### config.mk
export PLATFORM = sky130hd
export DESIGN_NAME = rst_sequencer
export DESIGN_NICKNAME = d
export VERILOG_FILES = /design/src/rtl/rst_seq_pkg.sv /design/src/rtl/rst_seq_datapath.sv /design/src/rtl/rst_seq_ctrl.sv /design/src/rtl/rst_sequencer.sv
export SDC_FILE = /design/constraint.sdc
export NUM_CORES = 1
export LEC_CHECK = 0
export BUFFER_PORTS_ARGS = -buffer_cell sky130_fd_sc_hd__buf_2
export CORE_UTILIZATION = 64
export DETAILED_ROUTE_END_ITERATION = 8
export GPL_ROUTABILITY_DRIVEN = 0
export PLACE_DENSITY_LB_ADDON = 0.2
export SYNTH_ARGS = -nofsm -noshare
export SYNTH_HDL_FRONTEND = slang
export SYNTH_SLANG_ARGS = --single-unit
### constraint.sdc
create_clock -name clk -period 6.6 [get_ports clk]
set_input_delay 0.33 -clock clk [delete_from_list [all_inputs] [get_ports clk]]
set_output_delay 0.33 -clock clk [all_outputs]
set_load 0.01 [all_outputs]
### src/rtl/rst_seq_pkg.sv
package rst_seq_pkg;

  typedef enum logic [2:0] {
    ST_IDLE,
    ST_HOLD,
    ST_SETTLE,
    ST_LINK,
    ST_CHECK
  } seqState_e;

  typedef enum logic [1:0] {
    LD_HOLD,
    LD_SETTLE,
    LD_LINK
  } loadSel_e;

  // Strobes sent from the control FSM to the datapath
  typedef struct packed {
    logic     timerLoad;
    loadSel_e loadSel;
    logic     triesClr;
    logic     triesInc;
  } seqStrobe_t;

endpackage

### src/rtl/rst_seq_datapath.sv
module rst_seq_datapath
  import rst_seq_pkg::*;
#(
  parameter int unsigned LOL_W = 4,
  parameter logic [LOL_W-1:0] IGNORE_MASK = 4'b1000,
  parameter int unsigned MAX_TRIES = 3,
  parameter int unsigned CNT_W = 20,
  parameter longint HOLD_CYC = 40,
  parameter longint SETTLE_CYC = 150,
  parameter longint LINK_CYC = 2
) (
  input  logic             clk,
  input  logic             rstN,
  input  seqStrobe_t       strobe,
  input  logic             timerExpired,
  input  logic             pllSettled,
  input  logic [LOL_W-1:0] lossOfLock,
  output logic             timerZero,
  output logic             statusOk,
  output logic             lastTry
);

  localparam int unsigned SYNC_W = LOL_W + 2;
  localparam int unsigned TRY_W  = $clog2(MAX_TRIES + 1);
  localparam logic [CNT_W-1:0] HOLD_LD   = CNT_W'(HOLD_CYC - 1);
  localparam logic [CNT_W-1:0] SETTLE_LD = CNT_W'(SETTLE_CYC - 1);
  localparam logic [CNT_W-1:0] LINK_LD   = CNT_W'(LINK_CYC - 1);

  // Two-flop synchronizer for all status lines
  logic [SYNC_W-1:0] syncA, syncB;
  always_ff @(posedge clk or negedge rstN) begin
    if (!rstN) begin
      syncA <= '0;
      syncB <= '0;
    end else begin
      syncA <= {timerExpired, pllSettled, lossOfLock};
      syncB <= syncA;
    end
  end

  logic [LOL_W-1:0] lolWatched;
  assign lolWatched = syncB[LOL_W-1:0] & ~IGNORE_MASK;
  assign statusOk   = syncB[LOL_W+1] & syncB[LOL_W] & ~|lolWatched;

  // Phase timer, counts down to zero
  logic [CNT_W-1:0] cnt, loadVal;
  always_comb begin
    case (strobe.loadSel)
      LD_SETTLE: loadVal = SETTLE_LD;
      LD_LINK:   loadVal = LINK_LD;
      default:   loadVal = HOLD_LD;
    endcase
  end

  always_ff @(posedge clk or negedge rstN) begin
    if (!rstN) cnt <= '0;
    else if (strobe.timerLoad) cnt <= loadVal;
    else if (cnt != '0) cnt <= cnt - 1'b1;
  end
  assign timerZero = (cnt == '0);

  // Attempt counter
  logic [TRY_W-1:0] tries;
  always_ff @(posedge clk or negedge rstN) begin
    if (!rstN) tries <= '0;
    else if (strobe.triesClr) tries <= TRY_W'(1);
    else if (strobe.triesInc) tries <= tries + 1'b1;
  end
  assign lastTry = (tries >= TRY_W'(MAX_TRIES));

  AST_TRIES_BOUND: assert property (@(posedge clk) disable iff (!rstN)
    tries <= TRY_W'(MAX_TRIES));

  AST_TRIES_ONLY_AFTER_FAIL: assert property (@(posedge clk) disable iff (!rstN)
    strobe.triesInc |-> !statusOk);

endmodule

### src/rtl/rst_seq_ctrl.sv
module rst_seq_ctrl
  import rst_seq_pkg::*;
(
  input  logic       clk,
  input  logic       rstN,
  input  logic       start,
  input  logic       timerZero,
  input  logic       statusOk,
  input  logic       lastTry,
  output seqStrobe_t strobe,
  output logic       resetN,
  output logic       done,
  output logic       fail
);

  seqState_e state, stateNext;
  logic finishNow, finalFail;
  logic resetNQ, doneQ, failQ;

  always_comb begin
    stateNext      = state;
    strobe         = '0;
    strobe.loadSel = LD_HOLD;
    finishNow      = 1'b0;
    finalFail      = 1'b0;
    case (state)
      ST_IDLE: if (start) begin
        stateNext        = ST_HOLD;
        strobe.timerLoad = 1'b1;
        strobe.loadSel   = LD_HOLD;
        strobe.triesClr  = 1'b1;
      end
      ST_HOLD: if (timerZero) begin
        stateNext        = ST_SETTLE;
        strobe.timerLoad = 1'b1;
        strobe.loadSel   = LD_SETTLE;
      end
      ST_SETTLE: if (timerZero) begin
        stateNext        = ST_LINK;
        strobe.timerLoad = 1'b1;
        strobe.loadSel   = LD_LINK;
      end
      ST_LINK: if (timerZero) stateNext = ST_CHECK;
      ST_CHECK: begin
        if (statusOk) begin
          finishNow = 1'b1;
        end else if (!lastTry) begin
          stateNext        = ST_HOLD;
          strobe.timerLoad = 1'b1;
          strobe.loadSel   = LD_HOLD;
          strobe.triesInc  = 1'b1;
        end else begin
          finishNow = 1'b1;
          finalFail = 1'b1;
        end
        if (finishNow) stateNext = ST_IDLE;
      end
      default: stateNext = ST_IDLE;
    endcase
  end

  always_ff @(posedge clk or negedge rstN) begin
    if (!rstN) begin
      state   <= ST_IDLE;
      resetNQ <= 1'b1;
      doneQ   <= 1'b0;
      failQ   <= 1'b0;
    end else begin
      state   <= stateNext;
      resetNQ <= (stateNext != ST_HOLD);
      doneQ   <= finishNow;
      if (state == ST_IDLE && start) failQ <= 1'b0;
      else if (finishNow) failQ <= finalFail;
    end
  end

  assign resetN = resetNQ;
  assign done   = doneQ;
  assign fail   = failQ;

  AST_DONE_PULSE: assert property (@(posedge clk) disable iff (!rstN)
    done |=> !done);

  AST_FAIL_WITH_DONE: assert property (@(posedge clk) disable iff (!rstN)
    $rose(fail) |-> done);

  AST_PIN_HIGH_AT_DONE: assert property (@(posedge clk) disable iff (!rstN)
    done |-> resetN);

  AST_START_IGNORED: assert property (@(posedge clk) disable iff (!rstN)
    (state == ST_SETTLE && start) |=> (state == ST_SETTLE || state == ST_LINK));

endmodule

### src/rtl/rst_sequencer.sv
module rst_sequencer
  import rst_seq_pkg::*;
#(
  parameter int unsigned CLK_KHZ   = 156250,
  parameter int unsigned HOLD_US   = 4000,
  parameter int unsigned SETTLE_US = 15000,
  parameter int unsigned LINK_US   = 200,
  parameter int unsigned MAX_TRIES = 3,
  parameter int unsigned LOL_W     = 4,
  parameter logic [LOL_W-1:0] IGNORE_MASK = 4'b1000
) (
  input  logic             clk,
  input  logic             rstN,
  input  logic             start,
  input  logic             timerExpired,
  input  logic             pllSettled,
  input  logic [LOL_W-1:0] lossOfLock,
  output logic             resetN,
  output logic             done,
  output logic             fail
);

  localparam longint HOLD_CYC   = (longint'(CLK_KHZ) * HOLD_US + 999) / 1000;
  localparam longint SETTLE_CYC = (longint'(CLK_KHZ) * SETTLE_US + 999) / 1000;
  localparam longint LINK_CYC   = (longint'(CLK_KHZ) * LINK_US + 999) / 1000;
  localparam longint MAX_A      = (HOLD_CYC > SETTLE_CYC) ? HOLD_CYC : SETTLE_CYC;
  localparam longint MAX_CYC    = (MAX_A > LINK_CYC) ? MAX_A : LINK_CYC;
  localparam int unsigned CNT_W = $clog2(MAX_CYC + 1);

  seqStrobe_t strobe;
  logic timerZero, statusOk, lastTry;

  rst_seq_ctrl u_ctrl (
    .clk       (clk),
    .rstN      (rstN),
    .start     (start),
    .timerZero (timerZero),
    .statusOk  (statusOk),
    .lastTry   (lastTry),
    .strobe    (strobe),
    .resetN    (resetN),
    .done      (done),
    .fail      (fail)
  );

  rst_seq_datapath #(
    .LOL_W       (LOL_W),
    .IGNORE_MASK (IGNORE_MASK),
    .MAX_TRIES   (MAX_TRIES),
    .CNT_W       (CNT_W),
    .HOLD_CYC    (HOLD_CYC),
    .SETTLE_CYC  (SETTLE_CYC),
    .LINK_CYC    (LINK_CYC)
  ) u_dp (
    .clk          (clk),
    .rstN         (rstN),
    .strobe       (strobe),
    .timerExpired (timerExpired),
    .pllSettled   (pllSettled),
    .lossOfLock   (lossOfLock),
    .timerZero    (timerZero),
    .statusOk     (statusOk),
    .lastTry      (lastTry)
  );

  // Length of the current low pulse on the pin
  logic [CNT_W:0] lowRun;
  always_ff @(posedge clk or negedge rstN) begin
    if (!rstN) lowRun <= '0;
    else if (!resetN) lowRun <= lowRun + 1'b1;
    else lowRun <= '0;
  end

  AST_HOLD_EXACT: assert property (@(posedge clk) disable iff (!rstN)
    $rose(resetN) |-> lowRun == (CNT_W+1)'(HOLD_CYC));

  AST_HOLD_NOT_OVER: assert property (@(posedge clk) disable iff (!rstN)
    lowRun <= (CNT_W+1)'(HOLD_CYC));

endmodule

Word-level counts from Yosys, hierarchy flattened

Cells that the tools add are included.

Output and inout bits: 3
Word-level logic and storage cells: 60
Input port bits: 9
Register bits after elaboration: 42

Add/subtract/negate cells: 2
Reductions and logical operators: 9
Magnitude comparators: 1
Multiplexer cells: 31
Equal/unequal tests: 7
Bitwise gates (word level): 2

Operator list:

| kind                                                                     | number |
|---|---|
| 22-bit two-way mux                                                       | 2 |
| 22-bit one-hot mux with 2 select lines                                   | 1 |
| 3-bit two-way mux                                                        | 11 |
| 22-bit zero test                                                         | 1 |
| 22-bit nonzero test                                                      | 1 |
| 22-bit by 1-bit subtractor with 22-bit output (second input constant)    | 1 |
| 3-bit one-hot mux with 5 select lines                                    | 1 |
| 1-bit two-way mux                                                        | 12 |
| 3-bit one-hot mux with 4 select lines                                    | 1 |
| 3-bit by 2-bit == test with 1-bit output (second input constant)         | 2 |
| 2-bit nonzero test                                                       | 3 |
| 2-bit two-way mux                                                        | 2 |
| 4-bit two-way mux                                                        | 1 |
| 3-bit by 1-bit == test with 1-bit output (second input constant)         | 1 |
| 3-bit == test (second input constant)                                    | 1 |
| 3-bit zero test                                                          | 1 |
| 3-bit by 1-bit inequality test with 1-bit output (second input constant) | 1 |
| 3-bit OR reduction                                                       | 1 |
| 2-bit by 1-bit adder with 2-bit output (second input constant)           | 1 |
| 1-bit bitwise AND                                                        | 2 |
| 2-bit by 1-bit == test with 1-bit output (second input constant)         | 1 |
| 2-bit == test (second input constant)                                    | 1 |
| 2-bit greater-or-equal comparator (second input constant)                | 1 |
| 1-bit logical AND                                                        | 1 |
| 1-bit zero test                                                          | 1 |

Longest topological paths before layout

Gate-level depths: netlist (run 1).

Word-level depth: 8
Gate-level depth with buffers: 10
Depth with buffers taken out: 9

Hierarchy

Synthesis (run 1) repeated with hierarchy kept, for this count alone.

Cell total of the unflattened synthesis: 198
Area total of the unflattened synthesis: 2127.0 µm²

By module, submodules not included:

| module           | area each (µm²) | seq. area each (µm²) | instances | cells each |
|---|---|---|---|---|
| rst_seq_datapath | 1771.7          | 850.8                | 1         | 162 |
| rst_seq_ctrl     | 355.3           | 151.4                | 1         | 36 |

Least setup slack after synthesis (run 1)

No wires, ideal clock.

Kind: flip-flop to flip-flop
Start: register u_dp.cnt[11]
End: register u_dp.cnt[1]
Slack: 3.935 ns
Stages on the path, launching flop included: 7
Library setup time: 0.125 ns
Required time: 6.475 ns
Arrival time: 2.540 ns
Path buffers: 0
Period minus slack after synthesis: 2.665 ns
Cells stage by stage: dfrtp_1 or4_4 nor4_4 nand3_4 or3_2 ha_1 mux2_4

Cells in the longest elaborated chain, start to end: 6
Elaborated cells on any way between the ends: 10
Classes of those cells: 2 x eq/ne; 5 x mux; 3 x reduce/logical

RTL lines:

| item                                                                             | RTL line                               | source |
|---|---|---|
| start: declaration                                                               | rst_seq_datapath.sv:46                 | `logic [CNT_W-1:0] cnt, loadVal;` |
| start signal: assignment                                                         | rst_seq_datapath.sv:57                 | `else if (strobe.timerLoad) cnt <= loadVal;` |
| start signal: assignment                                                         | rst_seq_datapath.sv:58                 | `else if (cnt != '0) cnt <= cnt - 1'b1;` |
| 22-bit zero test                                                                 | rst_seq_datapath.sv:60                 | `assign timerZero = (cnt == '0);` |
| 3-bit two-way mux, on equally long branches                                      | rst_seq_ctrl.sv:33, rst_seq_ctrl.sv:38 |  |
| 3-bit one-hot mux with 4 select lines                                            | rst_seq_ctrl.sv:26                     | `case (state)` |
| 2-bit == test / 2-bit by 1-bit == test with 1-bit output (equally long branches) | rst_seq_datapath.sv:48                 | `case (strobe.loadSel)` |
| 22-bit one-hot mux with 2 select lines                                           | rst_seq_datapath.sv:48                 |  |
| 22-bit two-way mux                                                               | rst_seq_datapath.sv:57                 |  |

Parallel ways exist; a longest one is shown, timed or not.
A chain may end at the register's enable or synchronous reset.

Worst setup path after layout (run 1)

Start: register u_dp.cnt[17]
End: register u_dp.cnt[1]

Same word-level chain as after synthesis.

==> results of run 1 <==
[metrics by stage]
step,setup slack (ns),hold slack (ns),utilization (%)
5_1_grt,3.49,0.0604,75.4
4_1_cts,3.65,0.0742,75.4
3_3_place_gp,3.75,0.337,70.9
2_1_floorplan,3.94,0.0344,-
3_5_place_dp,3.72,0.341,70.9
6_report,3.63,0.0762,75.4
[routing by layer]
metal | up-vias | part of all wire, % | track usage, %
met5 | - | 0 | 0
met4 | 0 | 2.8 | 14.6
met3 | 16 | 4.0 | 4.99
met2 | 52 | 49 | 43.0
met1 | 704 | 44 | 35.3
li1 | 654 | - | -
[flip-flops by register name, indices dropped and copies added, names as in the netlist]
name,flops
u_dp.cnt,22
u_ctrl.fail,1
u_dp.syncB,5
u_ctrl.state,3
u_dp.syncA,5
u_dp.tries,2
u_ctrl.resetN,1
u_ctrl.done,1
[Yosys cell counts, types with 2 or more instances]
library cell,count
a21oi_1,5
buf_2,3
o22ai_1,7
mux2i_1,3
inv_1,4
ha_1,6
nand3_1,2
nand2_1,8
nor3_1,6
xnor2_1,13
clkbuf_1,2
or3_1,8
or4_4,2
nor4b_1,2
dfrtp_1,39
o2bb2ai_1,7
nand2b_1,2
o21ai_0,5
nor2_1,12
nor2b_1,4
nor4_1,4
or3_2,2
xor2_1,6
[cell families after synthesis]
family / after synthesis / synth area share, %
flops: 40 / 51.3
buf+inv: 11 / 2.69
simple gates: 62 / 19.5
mux: 4 / 2.30
xor+xnor: 19 / 8.51
compound gates: 33 / 11.8
fa+ha+maj: 6 / 3.84
[final cells by class]
class                           instances  area (um2)
Multi-Input combinational cell        124         900
Clock buffer                            5        37.5
Timing Repair Buffer                   10        50.0
Inverter                                4        15.0
Tap cell                               31        38.8
Clock inverter                          3        90.1
Fill cell                             193         696
Sequential cell                        40        1000
[worst register-to-register path: stages, from the launching register on]
cell and delay (ns):
dfrtp_1 0.44, or4_1 0.62, nor3_2 0.38, nand3_4 0.18, or3_2 0.52, ha_1 0.42
mux2_4 0.31
[power breakdown]
group	internal, mW	switching [mW]
clock	0.156	0.0826
combinational	0.00175	0.00532
sequential	0.248	0.000882
total	0.406	0.0888
[worst paths after layout]
kind                                          startpoint                        to  slack (ns)  cells past startpoint
worst min-delay path                                rstN  u_dp.cnt[21]$_DFFE_PN0P_        0.08                      1
worst max register to register  u_dp.cnt[17]$_DFFE_PN0P_   u_dp.cnt[1]$_DFFE_PN0P_        3.63                      6
max in group asynchronous                           rstN  u_dp.cnt[11]$_DFFE_PN0P_        5.96                      1
worst min register to register   u_dp.syncA[2]$_DFF_PN0_   u_dp.syncB[2]$_DFF_PN0_        0.36                      0
min in group clk                           lossOfLock[1]   u_dp.syncA[1]$_DFF_PN0_        0.09                      1
worst max-delay path            u_dp.cnt[17]$_DFFE_PN0P_   u_dp.cnt[1]$_DFFE_PN0P_        3.63                      6
==> results.sh, run 1 <==
export IMPL_drt_first_pass_iters=7
export IMPL_clockRootBuffer="clkbuf_4"
export IMPL_finalSetupViolCount=0
export IMPL_dp_cells=209
export IMPL_clk_latency_ns=0.35
export IMPL_crit_path_max_incr_delay_ns=0.62
export IMPL_path_clk_slew_ns=0.13
export IMPL_crit_path_end_kind="register"
export IMPL_route_vias_total=1426
export IMPL_fin_skew_ns=0.0172
export IMPL_setup_tns_ns=0
export IMPL_min_path_type="input pin to asynchronous set/reset pin"
export IMPL_powerDensity_nw_per_um2=232
export IMPL_grt_pass1_wl_mm=6.49
export IMPL_antenna_found_initial=0
export IMPL_worstSetupPathType="register to register"
export IMPL_numCtsBuffers=5
export IMPL_post_cts_setup_buffers=0
export IMPL_syn_num_nets=190
export IMPL_die_w_um=57.3
export IMPL_synth_edf_count=0
export IMPL_final_cell_mix="39 x dfrtp_1, 13 x xnor2_1, 12 x nor2_1"
export IMPL_cts_tree="done"
export IMPL_timing_final_max_slew_violations=0
export IMPL_yosys_top_cells_area="dfrtp_1 50%, xnor2_1 5.8%, ha_1 3.8%"
export IMPL_grt_pass1_vias=1381
export IMPL_p_total_uw=495
export IMPL_wire_per_inst_um=17.8
export IMPL_clock_sinks=40
export IMPL_yosys_warnings=0
export IMPL_clk_path_buf_depth=2
export IMPL_ys_flop_type="dfrtp_1"
export IMPL_period_share_pct=45.0
export IMPL_drc=0
export IMPL_grt_use_total_pct=27.0
export IMPL_cap_violations=0
export IMPL_die_h_um=57.3
export IMPL_final_common_cell="dfrtp_1"
export IMPL_first_iter_violations=65
export IMPL_worst_slew_pin_slew_ns=1.02
export IMPL_core_um2=2830
export IMPL_design_area_um2=2130
export IMPL_synth_cell_types=46
export IMPL_grt_max_degree=41
export IMPL_yosysTopAreaCellShare_pct=49.9
export IMPL_cts_resized=0
export IMPL_diodes=0
export IMPL_cts_htree_levels=2
export IMPL_syn2layout_area_growth_pct=9.16
export IMPL_grt_overflow_total=0
export IMPL_syn_inst=175
export IMPL_cpLargestDelayFamily="simple AND/OR/NAND/NOR gates"
export IMPL_die_area_um2=3280
export IMPL_vias_per_cell=6.57
export IMPL_nets=200
export IMPL_critPathRequiredTime_ns=6.85
export IMPL_critPathSlowestCell="or4_1"
export IMPL_ant_nets=0
export IMPL_status="completed"
export IMPL_seq_area_frac_synth_pct=51.3
export IMPL_relSlewSlack_pct=31.6
export IMPL_rsz0062_at_grt="no"
export IMPL_path_buf_inv=0
export IMPL_synth_top_area_cell="dfrtp_1"
export IMPL_fp_row_count=19
export IMPL_cp_cell_sequence="or4_1 > nor3_2 > nand3_4 > or3_2 > ha_1 > mux2_4"
export IMPL_ios=12
export IMPL_cp_max_fo=6
export IMPL_finalHoldViolations=0
export IMPL_hpwl_mm=2.55
export IMPL_async_flop_share_pct=100
export IMPL_p_leak_nw=0.903
export IMPL_final_cell_count_no_fill=217
export IMPL_start_kind="register"
export IMPL_initial_core_util_pct=69.1
export IMPL_drive_gt1_share_pct=16.1
export IMPL_wirelength_mm=3.87
export IMPL_hold_buffers=0
export IMPL_max_vdd_ir_drop_mv=0.220
export IMPL_post_route_min_period_ns=2.97
export IMPL_placed_area_um2=2010
export IMPL_port_buffers=10
export IMPL_arrival_ns=3.22
export IMPL_clock_fmax_mhz=337
export IMPL_syn_avg_cell_area_um2=11.2
export IMPL_syn_area_um2=1950
export IMPL_ys_ff_latch=40
Power figures use the tool's default switching activity.
==> inputs of run 2 (changes only) <==
--- a/config.mk
+++ b/config.mk
@@ -6,7 +6,7 @@
 export NUM_CORES = 1
 export LEC_CHECK = 0
 export BUFFER_PORTS_ARGS = -buffer_cell sky130_fd_sc_hd__buf_2
-export CORE_UTILIZATION = 64
+export CORE_UTILIZATION = 53
 export DETAILED_ROUTE_END_ITERATION = 8
 export GPL_ROUTABILITY_DRIVEN = 0
 export PLACE_DENSITY_LB_ADDON = 0.2
==> constraint.sdc (replaced) <==
create_clock -name clk -period 2.5 [get_ports clk]
set_input_delay 0.125 -clock clk [delete_from_list [all_inputs] [get_ports clk]]
set_output_delay 0.125 -clock clk [all_outputs]
set_load 0.01 [all_outputs]
==> results.sh, run 2 (synthesis gave the netlist of run 1 again) <==
export IMPL_rr_startpoint="u_dp.cnt[10]$_DFFE_PN0P_"
export IMPL_die_w_um=62.7
export IMPL_clock_sinks=40
export IMPL_r2r_setup_slack_ns=0.02
export IMPL_clock_fmax_mhz=404
export IMPL_n_fill_cell=248
export IMPL_cts_tree="done"
export IMPL_wire_per_inst_um=15.2
export IMPL_period_share_pct=99.1
export IMPL_pwr_share_comb_pct=2.1
export IMPL_relSlewSlack_pct=42.7
export IMPL_worstSetupPathType="register to register"
export IMPL_max_vdd_ir_drop_mv=0.384
export IMPL_placed_area_um2=2160
export IMPL_post_route_util_pct=69.1
export IMPL_cts_htree_levels=2
export IMPL_hp_start="start"
export IMPL_worstReg2RegEnd="u_dp.cnt[1]$_DFFE_PN0P_"
export IMPL_status="completed"
export IMPL_min_to="u_dp.tries[1]$_DFFE_PN0P_"
export IMPL_grt_max_degree=41
export IMPL_drc=0
export IMPL_port_buffers=10
export IMPL_top_register="u_dp.cnt"
export IMPL_seq_power_share_pct=54.5
export IMPL_numCtsBuffers=5
export IMPL_nets=223
export IMPL_finalHoldViolations=0
export IMPL_initial_core_util_pct=56.8
export IMPL_clk_path_buf_depth=2
export IMPL_post_route_min_period_ns=2.48
export IMPL_grt_pass1_vias=1479
export IMPL_clk_latency_ns=0.28
export IMPL_rsz0062_at_grt="yes"
export IMPL_fp_row_count=21
export IMPL_cap_violations=0
export IMPL_diodes=0
export IMPL_crit_path_end_kind="register"
export IMPL_first_iter_violations=70
export IMPL_hpwl_mm=2.68
export IMPL_final_cell_mix="39 x dfrtp_1, 17 x buf_4, 13 x xnor2_1"
export IMPL_critPathRequiredTime_ns=2.67
export IMPL_hold_depth=3
export IMPL_core_um2=3440
export IMPL_cp_max_fo=5
export IMPL_worst_slew_pin_slew_ns=0.860
export IMPL_final_common_cell="dfrtp_1"
export IMPL_fin_skew_ns=0.00407
export IMPL_die_h_um=62.7
export IMPL_worst_r2r_cell_count=7
export IMPL_clockRootBuffer="clkbuf_8"
export IMPL_p_int_uw=966
export IMPL_p_leak_nw=1.01
export IMPL_design_area_um2=2380
export IMPL_antenna_found_initial=0
export IMPL_powerDensity_nw_per_um2=507
export IMPL_start_kind="register"
export IMPL_min_path_type="input pin to register"
export IMPL_timing_final_max_slew_violations=0
export IMPL_die_area_um2=3930
export IMPL_drt_first_pass_iters=4
export IMPL_grt_use_total_pct=22.1
export IMPL_netSwitchingFraction_pct=20.0
export IMPL_reg_top3="u_dp.cnt: 22 flops, u_dp.syncA: 5 flops, u_dp.syncB: 5 flops"
export IMPL_path_clk_slew_ns=0.08
export IMPL_vias_per_cell=5.56
export IMPL_wirelength_mm=3.88
export IMPL_grt_pass1_wl_mm=6.68
export IMPL_grt_overflow_total=0
export IMPL_arrival_ns=2.65
export IMPL_drive_gt1_share_pct=24.9
export IMPL_route_vias_total=1419
export IMPL_clock_power_share_pct=43.4
export IMPL_ant_nets=0
export IMPL_switching_power_uw=241
export IMPL_finalSetupViolCount=0
export IMPL_largest_reg_flops=22
export IMPL_syn2layout_area_growth_pct=21.8
export IMPL_ios=12
-- run 2: repair_timing --
item	in CTS	in global routing
endpoints found under the hold margin	44	0
setup buffers	0	3
hold buffers	6	0
resized for setup	0	4
endpoints found under the setup margin	0	5
-- run 2: stage by stage --
stage               total power, mW  setup slack (ns)  setup TNS (ns)  instances  hold WS (ns)
floorplan                     0.671           0.00225               0        175        -0.171
global placement              0.688            0.0645               0        238         0.235
detailed placement            0.690            0.0349               0        238         0.236
CTS                            1.22            0.0157               0        252         0.300
global route                   1.26           -0.0572          -0.181        255         0.333
finish                         1.21            0.0237               0        255         0.310
-- run 2: worst max-delay path by stage --
stage | endpoint | slack, ns | from
2_1_floorplan | u_dp.cnt[1]$_DFFE_PN0P_ | 0.002 | u_dp.cnt[11]$_DFFE_PN0P_
3_3_place_gp | u_dp.cnt[1]$_DFFE_PN0P_ | 0.06 | u_dp.cnt[11]$_DFFE_PN0P_
3_5_place_dp | u_dp.cnt[1]$_DFFE_PN0P_ | 0.03 | u_dp.cnt[11]$_DFFE_PN0P_
4_1_cts | u_dp.cnt[1]$_DFFE_PN0P_ | 0.02 | u_dp.cnt[11]$_DFFE_PN0P_
5_1_grt | u_dp.cnt[1]$_DFFE_PN0P_ | -0.06 | u_dp.cnt[10]$_DFFE_PN0P_
6_report | u_dp.cnt[1]$_DFFE_PN0P_ | 0.02 | u_dp.cnt[10]$_DFFE_PN0P_
-- run 2: power groups by stage --
stage	Sequential (mW)	Combinational [mW]	Clock [mW]
3_5_place_dp	0.670	0.0198	0
5_1_grt	0.658	0.0296	0.573
3_3_place_gp	0.670	0.0188	0
2_1_floorplan	0.669	0.00139	0
4_1_cts	0.657	0.0266	0.536
6_report	0.657	0.0255	0.523
-- run 2: area by class of cell --
class                   instances  area [um2]  share of cell area [%]
inverters                       4        15.0                   0.631
repair buffers                 33         238                    9.99
flip-flops and latches         40        1000                    42.1
multi-input cells             124         951                    40.0
clock buffers                   5        68.8                    2.89
clock inverters                 3        47.5                    2.00
well taps                      46        57.6                    2.42
-- run 2: metal layers --
metal / part of all wire [%] / global-route usage [%] / up-vias
met3: 3.1 / 5.29 / 6
met5: 0 / 0 / -
met4: 1.5 / 7.56 / 0
li1: - / - / 697
met1: 44 / 27.2 / 692
met2: 51 / 37.9 / 24
-- run 2: critical path: stages (launching register included) --
cell and delay, ns:
dfrtp_1 0.41, or4_4 0.55, nor4_4 0.26, buf_4 0.18
nand3_4 0.07, or3_4 0.37, ha_4 0.25, mux2_4 0.26
==> inputs of run 3 (changes only) <==
--- a/config.mk
+++ b/config.mk
@@ -6,7 +6,9 @@
 export NUM_CORES = 1
 export LEC_CHECK = 0
 export BUFFER_PORTS_ARGS = -buffer_cell sky130_fd_sc_hd__buf_2
-export CORE_UTILIZATION = 53
+export CELL_PAD_IN_SITES_DETAIL_PLACEMENT = 0
+export CELL_PAD_IN_SITES_GLOBAL_PLACEMENT = 1
+export CORE_UTILIZATION = 27
 export DETAILED_ROUTE_END_ITERATION = 8
 export GPL_ROUTABILITY_DRIVEN = 0
 export PLACE_DENSITY_LB_ADDON = 0.2
==> results.sh, run 3 (synthesis gave the netlist of run 1 again) <==
export IMPL_p_total_mw=1.42
export IMPL_start_kind="register"
export IMPL_crit_path_end_kind="register"
export IMPL_vias_per_cell=4.76
export IMPL_p_leak_nw=1.09
export IMPL_arrival_ns=2.69
export IMPL_wirelength_mm=4.74
export IMPL_drive_gt1_share_pct=30.3
export IMPL_dp_cells=294
export IMPL_route_vias_total=1495
export IMPL_first_iter_violations=72
export IMPL_cp_max_fo=5
export IMPL_rsz0062_at_grt="yes"
export IMPL_grt_overflow_total=0
export IMPL_clk_path_buf_depth=2
export IMPL_drc=0
export IMPL_reg_top3="u_dp.cnt: 22 flops, u_dp.syncA: 5 flops, u_dp.syncB: 5 flops"
export IMPL_initial_core_util_pct=28.3
export IMPL_top_register="u_dp.cnt"
export IMPL_antenna_found_initial=0
export IMPL_pwr_share_comb_pct=1.9
export IMPL_final_common_cell="dfrtp_1"
export IMPL_multiInputGateArea_um2=996
export IMPL_die_h_um=87.1
export IMPL_finalHoldViolations=0
export IMPL_seq_power_share_pct=46.1
export IMPL_relSlewSlack_pct=38.9
export IMPL_ant_nets=0
export IMPL_post_route_min_period_ns=2.50
export IMPL_clock_fmax_mhz=400
export IMPL_numCtsBuffers=5
export IMPL_max_vdd_ir_drop_mv=0.321
export IMPL_placed_area_um2=2270
export IMPL_diodes=0
export IMPL_grt_pass1_wl_mm=7.85
export IMPL_critPathRequiredTime_ns=2.69
export IMPL_p_int_mw=1.16
export IMPL_worst_slack_ns=-0.000702
export IMPL_clockRootBuffer="clkbuf_8"
export IMPL_timing_final_max_slew_violations=0
export IMPL_n_fill_cell=714
export IMPL_nets=232
export IMPL_core_um2=6910
export IMPL_seq_area_um2=1000
export IMPL_clock_power_share_pct=52.0
export IMPL_finalSetupViolCount=1
export IMPL_cts_tree="done"
export IMPL_whs_ns=0.307
export IMPL_powerDensity_nw_per_um2=548
export IMPL_hpwl_mm=3.18
export IMPL_worstSetupPathType="register to register"
export IMPL_final_cell_mix="39 x dfrtp_1, 26 x buf_4, 13 x xnor2_1"
export IMPL_cts_htree_levels=2
export IMPL_period_share_pct=100
export IMPL_drt_first_pass_iters=4
export IMPL_port_buffers=10
export IMPL_fp_row_count=30
export IMPL_clock_sinks=40
export IMPL_violations="setup timing"
export IMPL_cap_violations=0
export IMPL_min_path_type="input pin to register"
export IMPL_r2r_setup_slack_ns=-0.0007
export IMPL_die_area_um2=7580
export IMPL_grt_use_total_pct=13.9
export IMPL_switching_power_uw=260
export IMPL_die_w_um=87.1
export IMPL_grt_max_degree=41
export IMPL_fin_skew_ns=0.00334
export IMPL_syn2layout_area_growth_pct=32.9
export IMPL_design_area_um2=2600
export IMPL_clk_latency_ns=0.30
export IMPL_worst_slew_pin_slew_ns=0.916
export IMPL_wire_per_inst_um=15.1
export IMPL_ios=12
export IMPL_path_clk_slew_ns=0.08
export IMPL_status="finished, violations left"
export IMPL_final_cell_count_no_fill=314
export IMPL_netSwitchingFraction_pct=18.2
export IMPL_grt_pass1_vias=1678
export IMPL_largest_reg_flops=22
[run 3: layer usage]
layer	vias to the layer above	track usage (%)	share of wire [%]
li1	711	-	-
met1	756	16.7	43
met2	20	23.3	52
met3	8	3.41	2.6
met4	0	6.67	1.7
met5	-	0	0
[run 3: power groups by stage]
stage / combinational, mW / clock, mW / sequential (mW)
global placement: 0.0195 / 0 / 0.669
finish: 0.0266 / 0.741 / 0.657
CTS: 0.0277 / 0.755 / 0.657
global route: 0.0305 / 0.781 / 0.658
floorplan: 0.00139 / 0 / 0.669
detailed placement: 0.0207 / 0 / 0.670
[run 3: area by class of cell]
class	count	share of cell area [%]
clock inverters	3	3.47
inverters	4	0.578
flip-flops and latches	40	38.6
clock buffers	5	2.65
well taps	96	4.62
multi-input cells	124	38.3
repair buffers	42	11.8
[run 3: worst paths after layout]
kind | from | to | depth (start not counted)
min in group asynchronous | rstN | u_dp.cnt[20]$_DFFE_PN0P_ | 2
worst max-delay path | u_dp.cnt[12]$_DFFE_PN0P_ | u_dp.cnt[1]$_DFFE_PN0P_ | 7
max in group asynchronous | rstN | u_dp.tries[0]$_DFFE_PN0P_ | 2
worst min register to register | u_dp.syncA[0]$_DFF_PN0_ | u_dp.syncB[0]$_DFF_PN0_ | 0
worst min-delay path | start | u_dp.tries[1]$_DFFE_PN0P_ | 3
worst max register to register | u_dp.cnt[12]$_DFFE_PN0P_ | u_dp.cnt[1]$_DFFE_PN0P_ | 7
[run 3: repair_timing]
| item | in CTS | in global routing |
|---|---|---|
| gates resized for setup | 5 | 7 |
| hold endpoints to repair | 44 | 0 |
| pin swaps | 2 | 9 |
| hold buffers | 6 | 0 |
| endpoints found under the setup margin | 1 | 8 |
| setup buffers | 1 | 5 |
[run 3: critical path: stages (launching register included)]
cell and delay (ns):
dfrtp_1 0.39, or4_4 0.56, nor4_4 0.29, buf_4 0.19
nand3_4 0.07, or3_4 0.37, ha_4 0.26, mux2_4 0.27
[run 3: per-stage QoR]
stage               util, %  setup TNS [ns]  worst slack, ns
floorplan                 -               0          0.00225
CTS                    36.4        -0.00932         -0.00932
finish                 37.6       -0.000702        -0.000702
detailed placement     32.9         -0.0116          -0.0116
global route           37.6          -0.349          -0.0959
global placement       32.9               0           0.0445
